==> config.mk <==
export PLATFORM = sky130hd
export DESIGN_NAME = eq_writer
export DESIGN_NICKNAME = d
export VERILOG_FILES = /design/src/rtl/eqw_pkg.sv /design/src/rtl/eqw_cfg_check.sv /design/src/rtl/eqw_entry_fmt.sv /design/src/rtl/eqw_queue_state.sv /design/src/rtl/eq_writer.sv
export SDC_FILE = /design/constraint.sdc
export NUM_CORES = 2
export LEC_CHECK = 0
export CAP_MARGIN = 20
export CELL_PAD_IN_SITES_DETAIL_PLACEMENT = 1
export CELL_PAD_IN_SITES_GLOBAL_PLACEMENT = 1
export CORE_ASPECT_RATIO = 1.2
export CORE_UTILIZATION = 40
export DETAILED_ROUTE_END_ITERATION = 8
export DONT_BUFFER_PORTS = 1
export PLACE_DENSITY = 0.69
export SYNTH_ARGS = -nofsm -noshare
export SYNTH_HDL_FRONTEND = slang
export SYNTH_SLANG_ARGS = --single-unit
==> constraint.sdc <==
create_clock -name clk -period 9.13 [get_ports clk]
set_input_delay 0.4565 -clock clk [delete_from_list [all_inputs] [get_ports clk]]
set_output_delay 0.4565 -clock clk [all_outputs]
set_load 0.005 [all_outputs]
==> src/rtl/eqw_pkg.sv <==
package eqw_pkg;
  localparam int PRIO_W     = 3;
  localparam int RSVD_PRIO  = 7;
  localparam int WORD_W     = 32;
  localparam int DATA_W     = 31;
  localparam int BYTE_SHIFT = 2;
endpackage

==> src/rtl/eqw_cfg_check.sv <==
module eqw_cfg_check
  import eqw_pkg::*;
#(
  parameter int QI_W     = 5,
  parameter int SZ_W     = 5,
  parameter int MIN_LOG2 = 4,
  parameter int MAX_LOG2 = 12
) (
  input  logic [QI_W-1:0] qidx,
  input  logic [SZ_W-1:0] lg,
  output logic            ok
);
  localparam logic [SZ_W-1:0]   LG_MIN = SZ_W'(MIN_LOG2);
  localparam logic [SZ_W-1:0]   LG_MAX = SZ_W'(MAX_LOG2);
  localparam logic [PRIO_W-1:0] PR_RS  = PRIO_W'(RSVD_PRIO);

  logic prio_ok, size_ok;

  always_comb begin
    prio_ok = (qidx[PRIO_W-1:0] != PR_RS);
    size_ok = (lg == '0) || ((lg >= LG_MIN) && (lg <= LG_MAX));
    ok      = prio_ok && size_ok;
  end
endmodule

==> src/rtl/eqw_entry_fmt.sv <==
module eqw_entry_fmt
  import eqw_pkg::*;
#(
  parameter int ADDR_W   = 32,
  parameter int SZ_W     = 5,
  parameter int MAX_LOG2 = 12,
  localparam int IDX_W   = MAX_LOG2 - BYTE_SHIFT
) (
  input  logic [ADDR_W-1:0] base,
  input  logic [SZ_W-1:0]   lg,
  input  logic [IDX_W-1:0]  idx,
  input  logic              gen,
  input  logic [DATA_W-1:0] data,
  output logic [ADDR_W-1:0] addr,
  output logic [WORD_W-1:0] word,
  output logic              last
);
  localparam logic [SZ_W-1:0] LG_MAX = SZ_W'(MAX_LOG2);

  logic [IDX_W-1:0] slot_mask;

  always_comb begin
    slot_mask = {IDX_W{1'b1}} >> (LG_MAX - lg);
    last      = (idx == slot_mask);
    addr      = base + ADDR_W'({idx, {BYTE_SHIFT{1'b0}}});
    word      = {gen, data};
  end
endmodule

==> src/rtl/eqw_queue_state.sv <==
module eqw_queue_state #(
  parameter int QI_W   = 5,
  parameter int ADDR_W = 32,
  parameter int SZ_W   = 5,
  parameter int IDX_W  = 10,
  localparam int NQ    = 1 << QI_W
) (
  input  logic              clk,
  input  logic              rst,
  input  logic              clear_all,
  input  logic              cfg_apply,
  input  logic [QI_W-1:0]   cfg_q,
  input  logic [ADDR_W-1:0] cfg_base,
  input  logic [SZ_W-1:0]   cfg_lg,
  input  logic              adv,
  input  logic              adv_last,
  input  logic [QI_W-1:0]   adv_q,
  input  logic [QI_W-1:0]   rd_q,
  output logic [ADDR_W-1:0] rd_base,
  output logic [SZ_W-1:0]   rd_lg,
  output logic [IDX_W-1:0]  rd_idx,
  output logic              rd_gen
);
  logic [ADDR_W-1:0] base_r [NQ];
  logic [SZ_W-1:0]   lg_r   [NQ];
  logic [IDX_W-1:0]  idx_r  [NQ];
  logic              gen_r  [NQ];

  always_ff @(posedge clk) begin
    if (rst || clear_all) begin
      for (int q = 0; q < NQ; q++) begin
        base_r[q] <= '0;
        lg_r[q]   <= '0;
        idx_r[q]  <= '0;
        gen_r[q]  <= 1'b0;
      end
    end else begin
      if (adv) begin
        if (adv_last) begin
          idx_r[adv_q] <= '0;
          gen_r[adv_q] <= ~gen_r[adv_q];
        end else begin
          idx_r[adv_q] <= idx_r[adv_q] + 1'b1;
        end
      end
      if (cfg_apply) begin
        base_r[cfg_q] <= cfg_base;
        lg_r[cfg_q]   <= cfg_lg;
        idx_r[cfg_q]  <= '0;
        gen_r[cfg_q]  <= 1'b1;
      end
    end
  end

  assign rd_base = base_r[rd_q];
  assign rd_lg   = lg_r[rd_q];
  assign rd_idx  = idx_r[rd_q];
  assign rd_gen  = gen_r[rd_q];

  assert_wrap_R3: assert property (@(posedge clk) disable iff (rst)
    (adv && adv_last && !clear_all && !(cfg_apply && cfg_q == adv_q))
    |=> (idx_r[$past(adv_q)] == '0) && (gen_r[$past(adv_q)] != $past(gen_r[adv_q])));

  assert_cfg_restart_R9: assert property (@(posedge clk) disable iff (rst)
    (cfg_apply && !clear_all) |=> (idx_r[$past(cfg_q)] == '0) && gen_r[$past(cfg_q)]);

  for (genvar g = 0; g < NQ; g++) begin : g_clr_chk
    assert_clear_R8: assert property (@(posedge clk) disable iff (rst)
      clear_all |=> (lg_r[g] == '0));
  end
endmodule

==> src/rtl/eq_writer.sv <==
module eq_writer
  import eqw_pkg::*;
#(
  parameter int TGT_W    = 2,
  parameter int ADDR_W   = 32,
  parameter int SZ_W     = 5,
  parameter int MIN_LOG2 = 4,
  parameter int MAX_LOG2 = 12
) (
  input  logic                      clk,
  input  logic                      rst,
  input  logic                      clear_all,
  input  logic                      cfg_we,
  input  logic [TGT_W+PRIO_W-1:0]   cfg_qidx,
  input  logic [ADDR_W-1:0]         cfg_base,
  input  logic [SZ_W-1:0]           cfg_log2,
  input  logic                      enq_valid,
  input  logic [TGT_W+PRIO_W-1:0]   enq_qidx,
  input  logic [DATA_W-1:0]         enq_data,
  output logic                      mem_we,
  output logic [ADDR_W-1:0]         mem_addr,
  output logic [WORD_W-1:0]         mem_wdata,
  output logic                      notify,
  output logic [TGT_W+PRIO_W-1:0]   notify_qidx,
  output logic                      enq_err,
  output logic                      cfg_err
);
  localparam int QI_W  = TGT_W + PRIO_W;
  localparam int IDX_W = MAX_LOG2 - BYTE_SHIFT;
  localparam logic [PRIO_W-1:0] PR_RS  = PRIO_W'(RSVD_PRIO);
  localparam logic [SZ_W-1:0]   LG_MAX = SZ_W'(MAX_LOG2);

  logic [ADDR_W-1:0] q_base;
  logic [SZ_W-1:0]   q_lg;
  logic [IDX_W-1:0]  q_idx;
  logic              q_gen;
  logic [ADDR_W-1:0] nxt_addr;
  logic [WORD_W-1:0] nxt_word;
  logic              slot_last;
  logic              cfg_ok, cfg_apply, accept;
  logic [QI_W-1:0]   wr_q;

  eqw_cfg_check #(
    .QI_W(QI_W), .SZ_W(SZ_W), .MIN_LOG2(MIN_LOG2), .MAX_LOG2(MAX_LOG2)
  ) u_cfg_check (
    .qidx(cfg_qidx), .lg(cfg_log2), .ok(cfg_ok)
  );

  assign accept    = enq_valid && !clear_all && (q_lg != '0)
                     && (enq_qidx[PRIO_W-1:0] != PR_RS);
  assign cfg_apply = cfg_we && cfg_ok && !clear_all;

  eqw_queue_state #(
    .QI_W(QI_W), .ADDR_W(ADDR_W), .SZ_W(SZ_W), .IDX_W(IDX_W)
  ) u_state (
    .clk(clk), .rst(rst), .clear_all(clear_all),
    .cfg_apply(cfg_apply), .cfg_q(cfg_qidx), .cfg_base(cfg_base), .cfg_lg(cfg_log2),
    .adv(accept), .adv_last(slot_last), .adv_q(enq_qidx),
    .rd_q(enq_qidx), .rd_base(q_base), .rd_lg(q_lg), .rd_idx(q_idx), .rd_gen(q_gen)
  );

  eqw_entry_fmt #(
    .ADDR_W(ADDR_W), .SZ_W(SZ_W), .MAX_LOG2(MAX_LOG2)
  ) u_fmt (
    .base(q_base), .lg(q_lg), .idx(q_idx), .gen(q_gen), .data(enq_data),
    .addr(nxt_addr), .word(nxt_word), .last(slot_last)
  );

  always_ff @(posedge clk) begin
    if (rst) begin
      mem_we      <= 1'b0;
      mem_addr    <= '0;
      mem_wdata   <= '0;
      wr_q        <= '0;
      notify      <= 1'b0;
      notify_qidx <= '0;
      enq_err     <= 1'b0;
      cfg_err     <= 1'b0;
    end else begin
      mem_we  <= accept;
      enq_err <= enq_valid && !accept;
      cfg_err <= cfg_we && !cfg_ok;
      notify  <= mem_we;
      if (accept) begin
        mem_addr  <= nxt_addr;
        mem_wdata <= nxt_word;
        wr_q      <= enq_qidx;
      end
      if (mem_we) notify_qidx <= wr_q;
    end
  end

  assert_write_timing_R11: assert property (@(posedge clk) disable iff (rst)
    mem_we |-> $past(enq_valid));

  assert_notify_follows_write_R4: assert property (@(posedge clk) disable iff (rst)
    mem_we |=> notify);

  assert_one_outcome_R5: assert property (@(posedge clk) disable iff (rst)
    enq_valid |=> (mem_we != enq_err));

  assert_rsvd_drop_R6: assert property (@(posedge clk) disable iff (rst)
    (enq_valid && enq_qidx[PRIO_W-1:0] == PR_RS) |=> (enq_err && !mem_we));

  assert_cfg_reject_R7: assert property (@(posedge clk) disable iff (rst)
    (cfg_we && cfg_log2 > LG_MAX) |=> cfg_err);
endmodule

==> flow_summary.json <==
{
  "synth-xor-area-share_pct": 0.4117,
  "finalMaxSlewViolations": 140,
  "grt_start_max_net_pins": 435,
  "ff2ff_path_depth": 14,
  "dieHeight_um": 460.9,
  "yosys_warnings": 0,
  "rsz0062_at_grt": "no",
  "worst-endpoint-arrival_ns": 7.03,
  "slowest_stage": "nand2_1",
  "yosys-top-cells-area": "edfxtp_1 51%, dfxtp_1 12%, mux4_2 11%, and3_1 8.8%, nand2_1 2.6%",
  "synth-simple-area-share_pct": 14.66,
  "met3_usage_pct": 4.564,
  "drc": 0,
  "hold_class": "input port to flop",
  "worstMarginPinSlew_ns": 1.851,
  "timing.final.ws_setup_ns": 2.787,
  "hold_viol": 0,
  "reg2reg_slack_ns": 3.05,
  "fin_setup_tns_ns": 0,
  "port-buffer-count": 0,
  "ys_seq_area_share_pct": 62.91,
  "synth_top_area_share_pct": 50.65,
  "critPathMaxStageDelay_ns": 0.96,
  "min_period_ns": 6.343,
  "fin_nets": 5240,
  "hpwlAfterDp_um": 128700,
  "drtIter0Drc": 5105,
  "crit_path_start_kind": "input port",
  "route.vias.total": 47390,
  "yosys-mux-area-fraction_pct": 12.28,
  "clock_skew_ns": 0.03897,
  "ctsResizeCount": 0,
  "fmax_mhz": 157.7,
  "post_cts_buffers": 0,
  "ys_types": 72,
  "cts_num_sinks": 1614,
  "synth_edf_count": 1184,
  "clkPwrFrac_pct": 40.8,
  "power_density_nw_per_um2": 205.2,
  "yosys.area_share.adder_pct": 0.2780,
  "dr.pass1.iters": 5,
  "ys.flop_type": "edfxtp_1",
  "grt_pass1_wl_um": 344100,
  "worstPathCellList": "mux2i_1 > o22ai_1 > or4_1 > nor2_1 > ha_1 > a21oi_1 > nor4b_1 > or4_1 > a311oi_1 > a22oi_2 > nand4b_4 > buf_4 > nand2_1 > o21ai_0",
  "rows": 168,
  "violations": "slew limit",
  "cts_root_buf": "clkbuf_16",
  "switching_share_pct": 24.27,
  "combPwrFrac_pct": 7.7,
  "grtUsageMet1_pct": 34.49,
  "crit_required_ns": 9.82,
  "dpl_cell_area_um2": 72410,
  "synth_compound_area_share_pct": 6.122,
  "core-area_um2": 174500,
  "htreeDepth": 4,
  "antenna_found_initial": 21,
  "final_core_util_pct": 45.02,
  "period_share_pct": 69.47,
  "cts.reportedPaths.clkPinSlew_ns": 0.07,
  "vdd_drop_max_mv": 0.1406,
  "dieArea_um2": 177200,
  "cpMostUsedCell": "or4_1",
  "holdPathStages": 2,
  "overflow": 0,
  "p_sw_w": 0.003912,
  "synth-seq-cells": 1614,
  "cts_tree": "done",
  "clk_latency_ns": 0.83,
  "start_util_pct": 40.24,
  "grt_pass1_vias": 48160,
  "drive_above_1_share_pct": 13.81,
  "drt-total-wl_um": 241400,
  "cts_buffers": 162,
  "outcome": "finished with violations",
  "boundaryPins": 156,
  "finalSetupViolations": 0,
  "netlist.top_cell.by_area": "edfxtp_1",
  "grt_usage_pct": 26.77,
  "avgSynthCellArea_um2": 13.59,
  "crit_type": "input port to flop",
  "relSlewSlack_pct": -23.43,
  "hold_buffers": 86,
  "avgViaCountPerCell": 6.263,
  "power.internal_w": 0.01221,
  "die_w_um": 384.4,
  "finalInstanceArea_um2": 78550,
  "grt_most_used_layer": "met2",
  "n_fill_cell": 17480,
  "cap_violations": 0,
  "dp_slack_ns": 2.895,
  "cts.path.max_buffers": 3,
  "synthToLayoutAreaGrowth_pct": 11.89,
  "syn_area_um2": 70200,
  "synth_async_sr_flop_share_pct": 0,
  "grt.met2_usage_pct": 44.62,
  "p_leak_nw": 31.21,
  "gp_congestion": 0.8901,
  "ant_nets": 0,
  "cp_max_fo": 434,
  "wl_per_cell_um": 31.90,
  "seq_power_share_pct": 51.4,
  "synth_top_family_by_area": "simple AND/OR/NAND/NOR gates",
  "critPathCaptureType": "flop",
  "synth_cells": 5166
}
power by group through the flow:
stage / clock network [W] / logic [W] / registers (W)
after floorplan: 0 / 0.000775 / 0.00839
after global placement: 0 / 0.00104 / 0.00842
after detailed placement: 0 / 0.00106 / 0.00845
after CTS: 0.00664 / 0.00116 / 0.00829
after global routing: 0.00689 / 0.00128 / 0.00832
final: 0.00658 / 0.00125 / 0.00829
per-stage QoR:
step	hold slack, ns	std cells	power (W)
2_1_floorplan	0.4102	5341	0.009169
3_3_place_gp	0.4225	7174	0.009463
3_5_place_dp	0.4304	7178	0.009502
4_1_cts	0.01036	7556	0.01609
5_1_grt	0.02883	7566	0.01648
6_report	0.02447	7567	0.01612
area by class of cell:
class | count | area (µm²) | area share (%)
tap | 2295 | 2872 | 3.656
timing repair buffer | 166 | 1588 | 2.021
inverter | 26 | 100.1 | 0.1274
clock buffer | 217 | 4446 | 5.660
multi-input combinational | 3172 | 24730 | 31.48
sequential | 1614 | 44160 | 56.22
clock inverter | 75 | 645.6 | 0.8220
antenna | 2 | 5.005 | 0.006372
path summary, 6_finish.rpt:
| check | startpoint | to |
|---|---|---|
| worst max-delay path | enq_qidx[1] | u_state.idx_r[14][7] |
| worst min-delay path | rst | mem_addr[29] |
| worst max register to register | u_state.lg_r[10][1] | u_state.idx_r[14][7] |
| worst min register to register | u_state.idx_r[8][1] | u_state.idx_r[8][1] |
placed cells by master (no fill, tap or decap), types with 8 or more instances in the layout:
cell type      instances
mux2i_1               86
or4_1                  9
o311ai_1              47
edfxtp_1            1184
nor2b_1                8
or2_2                  9
a31oi_1               15
dlygate4sd3_1         83
clkbuf_1              41
nand2_4               27
nand3_1               43
inv_1                 21
ha_1                  14
conb_1               176
and3_1               982
clkinv_1              34
nor4_1                15
a22oi_1              149
bufinv_16              8
o211ai_1               9
clkbuf_16            166
and2_1                89
a22o_1                24
mux4_2               344
dfxtp_1              430
nand4_1               55
nand2_1              459
a21oi_1               79
nor2_1                47
o21ai_1               21
clkinv_2              21
a32o_1                11
xnor2_1               27
clkbuf_8              10
o22ai_1               40
buf_4                 74
nand3b_1              10
nor3_1                17
o21ai_0              236
synthesized netlist by cell type, types with 6 or more instances:
master and count:
nand3_1 43, nor3b_1 10, buf_1 18, edfxtp_1 1184
a31oi_1 17, buf_2 64, and2_1 90, or2_2 9
buf_4 25, buf_6 9, a21oi_1 79, o311ai_1 47
a32o_1 11, nor2b_1 9, nor2_1 51, nand2_1 486
nand4_1 55, and4_1 7, a22o_1 24, clkbuf_2 11
ha_1 14, o22ai_1 40, o21ai_1 21, o211ai_1 9
mux4_2 344, xnor2_1 27, nand3b_1 10, inv_1 25
mux2i_1 86, xor2_1 6, nor4_1 15, or4bb_1 6
or4_1 9, nor3_1 22, and3_1 984, clkbuf_1 402
o21ai_0 237, dfxtp_1 430, or2_0 6, a22oi_1 149
logic make-up (layout without fill, tap and decap cells):
group                      after synthesis  after routing
and+or+nand+nor                       1844           1844
DFF                                   1614           1614
AOI/OAI and AO/OA                      673            673
buffers and inverters                  555            484
muxes                                  431            431
xor gates and xnor gates                33             33
adders and majority gates               15             15
other                                    1            178
routing by layer:
metal  routed length (µm)  share of wire, %
met3                18340               7.6
met4                 9678               4.0
met1                94980                39
met2               118300                49
met5                  121             0.050
worst max-delay path: cells and delay by family:
kind                     cells  cell delay [ns]
multiplexers                 1             0.68
buffers and inverters        1             0.74
adder cells (fa/ha/maj)      1             0.45
AO/OA/AOI/OAI                5             1.19
AND/OR/NAND/NOR              6             2.82
sequential cells by signal (all words and copies together), names as in the netlist:
register	flops
cfg_err	1
enq_err	1
mem_addr	32
mem_wdata	32
mem_we	1
notify	1
notify_qidx	5
u_state.base_r	1024
u_state.gen_r	32
u_state.idx_r	320
u_state.lg_r	160
wr_q	5
Power figures use the tool's default switching activity.
